$ cat config.mk
export PLATFORM = sky130hd
export DESIGN_NAME = i2c_mem_slave
export DESIGN_NICKNAME = d
export VERILOG_FILES = /design/src/rtl/i2c_mem_pkg.sv /design/src/rtl/i2c_line_sync.sv /design/src/rtl/i2c_addr_ctr.sv /design/src/rtl/i2c_mem_slave.sv
export SDC_FILE = /design/constraint.sdc
export NUM_CORES = 1
export LEC_CHECK = 0
export BUFFER_PORTS_ARGS = -buffer_cell sky130_fd_sc_hd__buf_2
export CELL_PAD_IN_SITES_DETAIL_PLACEMENT = 1
export CELL_PAD_IN_SITES_GLOBAL_PLACEMENT = 2
export CORE_MARGIN = 1
export CORE_UTILIZATION = 38
export DETAILED_ROUTE_END_ITERATION = 8
export GPL_TIMING_DRIVEN = 0
export PLACE_DENSITY_LB_ADDON = 0.1
export SYNTH_ARGS = -nofsm -noshare
export SYNTH_HDL_FRONTEND = slang
export SYNTH_HIERARCHICAL = 1
export SYNTH_SLANG_ARGS = --single-unit
export TNS_END_PERCENT = 1
$ cat constraint.sdc
create_clock -name clk -period 2.77 [get_ports clk]
set_clock_uncertainty 0.15 [all_clocks]
set_input_delay 0.277 -clock clk [delete_from_list [all_inputs] [get_ports clk]]
set_output_delay 0.277 -clock clk [all_outputs]
set_load 0.02 [all_outputs]
$ cat src/rtl/i2c_mem_pkg.sv
package i2c_mem_pkg;
   typedef enum logic [2:0] {
      ST_IDLE,
      ST_DEVSEL,
      ST_ADDR,
      ST_WDATA,
      ST_RDATA
   } eng_state_e;

   localparam int BYTE_W   = 8;
   localparam int ACK_SLOT = BYTE_W + 1;
   localparam int BITCNT_W = 4;
endpackage

$ cat src/rtl/i2c_line_sync.sv
module i2c_line_sync #(
   parameter int   STAGES  = 2,
   parameter logic RST_VAL = 1'b1
) (
   input  logic clk,
   input  logic rst_n,
   input  logic d_i,
   output logic lvl_o,
   output logic rise_o,
   output logic fall_o
);
   initial assert (STAGES >= 2) else $error("i2c_line_sync: STAGES must be at least 2");

   logic [STAGES-1:0] chain_q;
   logic              prev_q;

   always_ff @(posedge clk or negedge rst_n) begin
      if (!rst_n) begin
         chain_q <= {STAGES{RST_VAL}};
         prev_q  <= RST_VAL;
      end else begin
         chain_q <= {chain_q[STAGES-2:0], d_i};
         prev_q  <= chain_q[STAGES-1];
      end
   end

   assign lvl_o  = chain_q[STAGES-1];
   assign rise_o = chain_q[STAGES-1] & ~prev_q;
   assign fall_o = ~chain_q[STAGES-1] & prev_q;
endmodule

$ cat src/rtl/i2c_addr_ctr.sv
module i2c_addr_ctr #(
   parameter int ADDR_W = 11,
   parameter int LO_W   = 8,
   localparam int HI_W  = ADDR_W - LO_W
) (
   input  logic              clk,
   input  logic              rst_n,
   input  logic              ld_hi,
   input  logic [HI_W-1:0]   hi_val,
   input  logic              ld_lo,
   input  logic [LO_W-1:0]   lo_val,
   input  logic              inc,
   output logic [ADDR_W-1:0] addr_o
);
   logic [ADDR_W-1:0] ptr_q;

   always_ff @(posedge clk or negedge rst_n) begin
      if (!rst_n) begin
         ptr_q <= '0;
      end else if (ld_hi) begin
         ptr_q[ADDR_W-1:LO_W] <= hi_val;
      end else if (ld_lo) begin
         ptr_q[LO_W-1:0] <= lo_val;
      end else if (inc) begin
         ptr_q <= ptr_q + ADDR_W'(1);
      end
   end

   assign addr_o = ptr_q;
endmodule

$ cat src/rtl/i2c_mem_slave.sv
module i2c_mem_slave
   import i2c_mem_pkg::*;
#(
   parameter int         ADDR_W      = 11,
   parameter int         SYNC_STAGES = 2,
   parameter logic [3:0] DEV_CODE    = 4'b1010
) (
   input  logic              clk,
   input  logic              rst_n,
   input  logic              scl_i,
   input  logic              sda_i,
   output logic              sda_oe_n,
   input  logic              busy_i,
   output logic [ADDR_W-1:0] mem_addr,
   input  logic [7:0]        mem_rdata,
   output logic              wr_stb,
   output logic [ADDR_W-1:0] wr_addr,
   output logic [7:0]        wr_data,
   output logic              wr_commit
);
   localparam int HI_W = ADDR_W - BYTE_W;
   localparam logic [BITCNT_W-1:0] CNT_BYTE = BITCNT_W'(BYTE_W);
   localparam logic [BITCNT_W-1:0] CNT_ACK  = BITCNT_W'(ACK_SLOT);

   initial assert (HI_W >= 1 && HI_W <= 3)
      else $error("i2c_mem_slave: select byte carries 1 to 3 high address bits");

   // line 0 = clock, line 1 = data
   logic [1:0] raw_in, lvl, rise, fall;
   assign raw_in = {sda_i, scl_i};

   for (genvar g = 0; g < 2; g++) begin : g_line
      i2c_line_sync #(.STAGES(SYNC_STAGES), .RST_VAL(1'b1)) i_sync (
         .clk   (clk),
         .rst_n (rst_n),
         .d_i   (raw_in[g]),
         .lvl_o (lvl[g]),
         .rise_o(rise[g]),
         .fall_o(fall[g])
      );
   end

   logic scl_lvl, scl_rise, scl_fall, sda_lvl;
   logic start_det, stop_det;
   assign scl_lvl   = lvl[0];
   assign scl_rise  = rise[0];
   assign scl_fall  = fall[0];
   assign sda_lvl   = lvl[1];
   assign start_det = scl_lvl & fall[1];
   assign stop_det  = scl_lvl & rise[1];

   eng_state_e          state_q;
   logic [BITCNT_W-1:0] cnt_q;
   logic [7:0]          rx_q, tx_q;
   logic                rw_q, got_data_q, mack_q, oe_n_q;
   logic                stb_q, commit_q;
   logic [ADDR_W-1:0]   wa_q;
   logic [7:0]          wd_q;

   logic byte_edge, ack_edge, dev_ok;
   logic ld_hi, ld_lo, inc;
   logic [ADDR_W-1:0] ptr;

   assign byte_edge = scl_fall && (cnt_q == CNT_BYTE);
   assign ack_edge  = scl_fall && (cnt_q == CNT_ACK);
   assign dev_ok    = (rx_q[7:4] == DEV_CODE) && !busy_i;

   always_comb begin
      ld_hi = 1'b0;
      ld_lo = 1'b0;
      inc   = 1'b0;
      if (!start_det && !stop_det && byte_edge) begin
         case (state_q)
            ST_DEVSEL: ld_hi = dev_ok;
            ST_ADDR:   ld_lo = 1'b1;
            ST_WDATA:  inc   = 1'b1;
            ST_RDATA:  inc   = 1'b1;
            default:   ;
         endcase
      end
   end

   i2c_addr_ctr #(.ADDR_W(ADDR_W), .LO_W(BYTE_W)) i_ctr (
      .clk   (clk),
      .rst_n (rst_n),
      .ld_hi (ld_hi),
      .hi_val(rx_q[HI_W:1]),
      .ld_lo (ld_lo),
      .lo_val(rx_q),
      .inc   (inc),
      .addr_o(ptr)
   );

   always_ff @(posedge clk or negedge rst_n) begin
      if (!rst_n) begin
         state_q    <= ST_IDLE;
         cnt_q      <= '0;
         rx_q       <= '0;
         tx_q       <= '1;
         rw_q       <= 1'b0;
         got_data_q <= 1'b0;
         mack_q     <= 1'b1;
         oe_n_q     <= 1'b1;
         stb_q      <= 1'b0;
         commit_q   <= 1'b0;
         wa_q       <= '0;
         wd_q       <= '0;
      end else begin
         stb_q    <= 1'b0;
         commit_q <= 1'b0;
         if (start_det) begin
            state_q    <= ST_DEVSEL;
            cnt_q      <= '0;
            oe_n_q     <= 1'b1;
            got_data_q <= 1'b0;
         end else if (stop_det) begin
            state_q  <= ST_IDLE;
            oe_n_q   <= 1'b1;
            commit_q <= (state_q == ST_WDATA) && got_data_q;
         end else if (state_q != ST_IDLE) begin
            if (scl_rise) begin
               if (cnt_q < CNT_BYTE) rx_q <= {rx_q[6:0], sda_lvl};
               if (cnt_q == CNT_BYTE) mack_q <= sda_lvl;
               if (cnt_q < CNT_ACK) cnt_q <= cnt_q + BITCNT_W'(1);
            end else if (byte_edge) begin
               case (state_q)
                  ST_DEVSEL: begin
                     oe_n_q <= !dev_ok;
                     rw_q   <= rx_q[0];
                     if (!dev_ok) state_q <= ST_IDLE;
                  end
                  ST_ADDR:  oe_n_q <= 1'b0;
                  ST_WDATA: begin
                     oe_n_q     <= 1'b0;
                     stb_q      <= 1'b1;
                     wa_q       <= ptr;
                     wd_q       <= rx_q;
                     got_data_q <= 1'b1;
                  end
                  default:  oe_n_q <= 1'b1;
               endcase
            end else if (ack_edge) begin
               cnt_q <= '0;
               if ((state_q == ST_DEVSEL && rw_q) || (state_q == ST_RDATA && !mack_q)) begin
                  state_q <= ST_RDATA;
                  oe_n_q  <= mem_rdata[7];
                  tx_q    <= {mem_rdata[6:0], 1'b1};
               end else begin
                  oe_n_q <= 1'b1;
                  case (state_q)
                     ST_DEVSEL: state_q <= ST_ADDR;
                     ST_ADDR:   state_q <= ST_WDATA;
                     ST_RDATA:  state_q <= ST_IDLE;
                     default:   ;
                  endcase
               end
            end else if (scl_fall && state_q == ST_RDATA) begin
               oe_n_q <= tx_q[7];
               tx_q   <= {tx_q[6:0], 1'b1};
            end
         end
      end
   end

   assign sda_oe_n  = oe_n_q;
   assign mem_addr  = ptr;
   assign wr_stb    = stb_q;
   assign wr_addr   = wa_q;
   assign wr_data   = wd_q;
   assign wr_commit = commit_q;
endmodule

### Word-level counts from Yosys, hierarchy flattened

Index checks and enable logic that the tools add are counted.

| operators by class | value |
|---|---|
| eq/ne operators | 16 |
| $add $sub $neg | 2 |
| reductions and logical operators | 40 |
| bitwise operators | 15 |
| order comparisons | 2 |
| multiplexer cells | 53 |

Operator list:

| kind | count |
|---|---|
| two-way mux 3 bit | 11 |
| two-way mux 8 bit | 4 |
| two-way mux 1 bit | 28 |
| two-way mux 4 bit | 7 |
| AND reduction 5 bit | 4 |
| AND reduction 6 bit | 3 |
| equality test 4 bit (second input constant) | 3 |
| nonzero test 2 bit | 6 |
| adder 11 x 1 -> 11 bit (second input constant) | 1 |
| two-way mux 11 bit | 1 |
| logical AND 1 bit | 9 |
| NOT 1 bit | 9 |
| one-hot mux 3 bit (3 select lines) | 1 |
| nonzero test 3 bit | 3 |
| < comparator 4 bit (second input constant) | 2 |
| AND reduction 7 bit | 1 |
| bitwise AND 1 bit | 6 |
| equality test 3 x 2 -> 1 bit (second input constant) | 2 |
| != test 3 bit (second input constant) | 2 |
| nonzero test 6 bit | 1 |
| zero test 1 bit | 5 |
| nonzero test 5 bit | 1 |
| adder 4 x 1 -> 4 bit (second input constant) | 1 |
| != test 2 x 1 -> 1 bit (second input constant) | 2 |
| other kinds (12) | 15 |

| storage, ports and cells | value |
|---|---|
| bits in registers | 65 |
| input bits | 13 |
| logic and storage cells | 146 |

### Longest topological paths before layout

| logic depth | value |
|---|---|
| depth after elaboration | 10 |
| mapped depth | 11 |
| gate-level depth less buffers | 8 |

### Cells and area by module

The synthesis kept the hierarchy.

Modules (own cells, without submodules):

| module | cells an instance | instances | seq. area each (um^2) | area an instance (um^2) |
|---|---|---|---|---|
| i2c_mem_slave | 209 | 1 | 1187.4 | 2424.8 |
| i2c_addr_ctr | 89 | 1 | 275.3 | 773.2 |
| i2c_line_sync | 5 | 2 | 78.8 | 93.8 |

### Least setup slack after synthesis

OpenSTA, ideal clock, no wires.

| timing | value |
|---|---|
| path kind | register -> register |
| from | reg g_line[1].i_sync.chain_q[1] |
| to | reg i_ctr.ptr_q[7], in the netlist i_ctr/addr_o[7] |
| path slack | 0.299 ns |
| cell stages (with the launch flop) | 8 |
| arrival time | 2.195 ns |
| data required time | 2.494 ns |
| setup time | 0.126 ns |
| path through | dfstp_2 > and2b_2 > o21ai_1 > nand2_2 > a21oi_1 > o21bai_1 > or4_1 > o311a_1 |

| on the way | value |
|---|---|
| cells in the longest elaborated chain, start to end | 9 |
| elaborated cells between the ends (all ways) | 16 |
| those cells by class | mux: 4; bitwise: 6; reduce/logical: 6 |

RTL lines:

| what | line | source |
|---|---|---|
| from (decl) | i2c_line_sync.sv:14 | `logic [STAGES-1:0] chain_q;` |
| from (signal assigned) | i2c_line_sync.sv:19 | `chain_q <= {STAGES{RST_VAL}};` |
| from (signal assigned) | i2c_line_sync.sv:22 | `chain_q <= {chain_q[STAGES-2:0], d_i};` |
| NOT 1 bit | i2c_line_sync.sv:29 | `assign fall_o = ~chain_q[STAGES-1] & prev_q;` |
| bitwise AND 1 bit | i2c_line_sync.sv:29 |  |
| named net fall[1] | i2c_mem_slave.sv:29 | `logic [1:0] raw_in, lvl, rise, fall;` |
| bitwise AND 1 bit | i2c_mem_slave.sv:49 | `assign start_det = scl_lvl & fall[1];` |
| zero test 1 bit | i2c_mem_slave.sv:72 | `if (!start_det && !stop_det && byte_edge) begin` |
| logical AND 1 bit (2 in a row) | i2c_mem_slave.sv:72 |  |
| two-way mux 1 bit | i2c_mem_slave.sv:72 |  |
| named net inc | i2c_mem_slave.sv:61 | `logic ld_hi, ld_lo, inc;` |
| nonzero test 2 bit (no source line) | -- |  |
| AND reduction 2 bit (no source line) | -- |  |
| to (signal, indexed assignment) | i2c_addr_ctr.sv:21 | `ptr_q[ADDR_W-1:LO_W] <= hi_val;` |
| to (signal, indexed assignment) | i2c_addr_ctr.sv:23 | `ptr_q[LO_W-1:0] <= lo_val;` |
| to (signal assigned) | i2c_addr_ctr.sv:25 | `ptr_q <= ptr_q + ADDR_W'(1);` |
| to (decl) | i2c_addr_ctr.sv:15 | `logic [ADDR_W-1:0] ptr_q;` |

The timed path passes the listed nets, and every way through them passes these cells.
A chain may end at the register's enable or synchronous reset.

### Worst setup path in the final report

| timing | value |
|---|---|
| from | reg g_line[0].i_sync.chain_q[1] |
| to | reg i_ctr.ptr_q[8], in the netlist i_ctr/addr_o[8] |

| on the way | value |
|---|---|
| cells in the longest elaborated chain, start to end | 7 |
| elaborated cells between the ends (all ways) | 16 |
| those cells by class | eq/ne: 1; mux: 4; bitwise: 4; reduce/logical: 7 |

RTL lines:

| what | line | source |
|---|---|---|
| from (decl) | i2c_line_sync.sv:14 |  |
| from (signal assigned) | i2c_line_sync.sv:19 |  |
| from (signal assigned) | i2c_line_sync.sv:22 |  |
| NOT 1 bit | i2c_line_sync.sv:29 |  |
| bitwise AND 1 bit | i2c_line_sync.sv:29 |  |
| named net fall[0] | i2c_mem_slave.sv:29 |  |
| logical AND 1 bit | i2c_mem_slave.sv:64 | `assign byte_edge = scl_fall && (cnt_q == CNT_BYTE);` |
| logical AND 1 bit | i2c_mem_slave.sv:72 |  |
| two-way mux 1 bit | i2c_mem_slave.sv:72 |  |
| named net ld_lo | i2c_mem_slave.sv:61 |  |
| != test 2 x 1 -> 1 bit (no source line) | -- |  |
| AND reduction 2 bit (no source line) | -- |  |

The timed path passes the listed nets, and every way through them passes these cells.

==> impl_results.md <==
- Outcome: finished clean
- Count leader, synth: dfrtp_1
- Max-Slew Margin vs Limit: 0.459
- Initial antenna violation count: 0
- Pre-antenna DRT Iters: 4
- Post-place instance area: 3750 sq um
- Overall Global Routing Usage: 0.193
- Residual DRC: 0
- IO buf count: 45
- N_diodes: 0
- Crit share post-route: 0.949
- Skew-Pair Late Insertion Delay: 350 ps
- Pleak: 1.92 nW
- Post-detailed-routing wire length: 8.34 mm
- Synth cell count leaders: dfrtp_1 (49), mux2_4 (19), nand2_1 (19), nor2_1 (19), o21ai_0 (17)
- Pin count of the biggest net entering global routing: 65
- Die W: 96.4 microns
- Post-synthesis sequential area ratio: 0.479
- H-tree depth: 3
- Largest cells by area after synthesis: dfrtp_1 (36%), dfstp_2 (12%), mux2_4 (8.4%), mux2_2 (3.3%), mux2i_1 (3.0%)
- Clock transition at path regs: 70 ps
- Layout Nets: 384
- Setup tns final: 0 ps
- Slew Limit Fails: 0
- Syn Nets: 325
- CTS root buf: clkbuf_8
- Vias in the first global route: 2550
- Post-synth EDFFs: 0
- Clock Tree Buf Depth: 2
- Final WS setup: 142 ps
- Worst hold path type: input pin to flop
- F_max: 381 MHz
- Num CTS Buffers: 9
- Share of post-route cells with drive strength above 1: 0.363
- FILL cells: 982
- Crit path kind: flop to flop
- CTS tree: yes
- Drt via density: 5.44
- # IOs: 46
- P&R area growth vs syn: 17.7%
- Initial Utilization: 0.390
- CP Data Required Time: 2890 ps
- Worst IR Drop VDD: 0.327 mV
- Pwr dens: 588 nW/um^2
- Startpoint Class: flop
- GPL Wtd Cong: 0.747
- Worst-path fanout max: 10
- Yosys Warn Count: 6
- Core footprint: 8680 sq um
- Die Area: 9290 sq um
- Core Rows: 34
- Avg Cell Area, Syn: 11.0 sq um
- DR iter-0 viols: 121
- First-pass GRT wire length: 13.3 mm
- Mapped Cells: 308
- Crit path DAT: 2740 ps
- Routed wire per std cell: 17.4 microns
- Final setup fails: 0
- Post-Place Worst Slack: -187 ps
- Fin. Hold Viols: 0
- Yosys cell types: 64
- Tmin final: 2630 ps
- Synthesized cell area: 3390 sq um
- Total grt overflow: 0
- Post-route cell area: 3980 sq um
- Post-synth top area cell: dfrtp_1
- Post-route ant nets: 0
- Max Cap Viol: 0
- CP endpoint kind: flop
- Vias: 2612
- FF+latch count, synth: 64
- DP HPWL: 5.85 mm
- Slew @ Worst Pin: 812 ps
- Share of the synthesized area in the top cell type: 0.362
- Fraction of registers with async set/reset: 1.00
- Top_reg_cell synth: dfrtp_1
- Final non-filler cell total: 480
- PnR Total Power: 2.34 mW
- RSZ-0062 raised after global routing: true
- Die H: 96.4 microns
- Dpl cells: 461
- Clk sink count: 64
## what timing repair did
| action | in CTS | in global routing |
|---|---|---|
| endpoints found under the setup margin | 9 | 11 |
| gates cloned | 0 | 0 |
| endpoints found under the hold margin | 51 | 0 |
| hold buffers | 3 | 0 |
| gates resized for setup | 4 | 10 |
| setup buffers | 0 | 0 |
| pin swaps | 0 | 0 |
## metal layers
layer	track usage	routed length, microns	up-vias
li1	-	-	1245
met1	0.277	4240	1324
met2	0.286	3840	37
met3	0.0469	204	6
met4	0.0588	65	0
met5	0	0	-
## placed cells by master (no fill, tap or decap), types with 3 or more instances in the layout
cell type and count:
buf_2 50, dfrtp_1 49, nand2_1 19, nor2_1 19, mux2_4 19, o21ai_0 17, dfstp_2 15, inv_1 13
a21oi_1 11, nand3_1 10, mux2_2 10, mux2i_1 10, clkbuf_8 9, nor2b_1 7, a22oi_1 6, nand4_1 5
or4_1 5, clkbuf_1 4, nor4_1 4, nand4b_1 4, nor3_1 4, a21boi_0 4, buf_6 3, nand2b_1 3
a221oi_1 3, o21ai_1 3, ha_1 3, clkinv_2 3, dlygate4sd3_1 3, and3b_1 3
## critical path: stages (launching register included)
cell      delay [ps]
dfstp_2          550
and2b_2          260
and4b_1          190
buf_4            160
nand2_2           90
nor2_1            50
clkbuf_4         180
nand4b_1         280
or4_1            450
a31oi_1          190
## sequential cells by signal, summed over array words and instances (netlist names), 2 cells and up
name                   flops
rx_q                       8
g_line.i_sync/chain_q      4
wr_data                    8
state_q                    3
tx_q                       7
g_line.i_sync/prev_q       2
cnt_q                      4
i_ctr/addr_o              11
wr_addr                   11
## where the power goes
group	total (mW)	internal, mW	leakage [nW]	switching (mW)
sequential	1.18	1.04	0.783	0.144
clock	0.726	0.324	0.0854	0.402
combinational	0.437	0.193	1.05	0.244
total	2.34	1.55	1.92	0.790
## per-stage QoR
| stage | util | hold slack, ps |
|---|---|---|
| 2_1_floorplan | - | -169 |
| 3_3_place_gp | 0.432 | 196 |
| 3_5_place_dp | 0.432 | 200 |
| 4_1_cts | 0.457 | 38.8 |
| 5_1_grt | 0.459 | 67.9 |
| 6_report | 0.459 | 50.2 |
## cell families after synthesis
family                     Yosys count  share of synthesized area
DFF                                 64                      0.479
xor gates and xnor gates             1                    0.00259
adders and majority gates            4                     0.0148
AOI/OAI and AO/OA                   63                      0.122
buffers and inverters               31                     0.0447
and+or+nand+nor                    106                      0.190
muxes                               39                      0.147
## final timing paths
check | start | endpoint | slack, ps | depth (start not counted)
max | g_line[0].i_sync/chain_q[1] | i_ctr/addr_o[8] | 140 | 9
min | mem_rdata[0] | tx_q[1] | 50 | 3
max reg2reg | g_line[0].i_sync/chain_q[1] | i_ctr/addr_o[8] | 140 | 9
min reg2reg | g_line[1].i_sync/chain_q[0] | g_line[1].i_sync/chain_q[1] | 210 | 0
max in group asynchronous | rst_n | i_ctr/addr_o[10] | 1520 | 2
min in group asynchronous | rst_n | wr_data[2] | 430 | 2
## cell type report
type | count | area, sq um | area share
Multi-Input combinational cell | 213 | 1640 | 0.411
Tap cell | 108 | 135 | 0.0339
Clock inverter | 7 | 47.5 | 0.0119
Timing Repair Buffer | 48 | 258 | 0.0647
Clock buffer | 9 | 124 | 0.0311
Inverter | 13 | 48.8 | 0.0122
Sequential cell | 64 | 1620 | 0.407
Buffer | 18 | 111 | 0.0280
(Power assumes the default switching activity.)
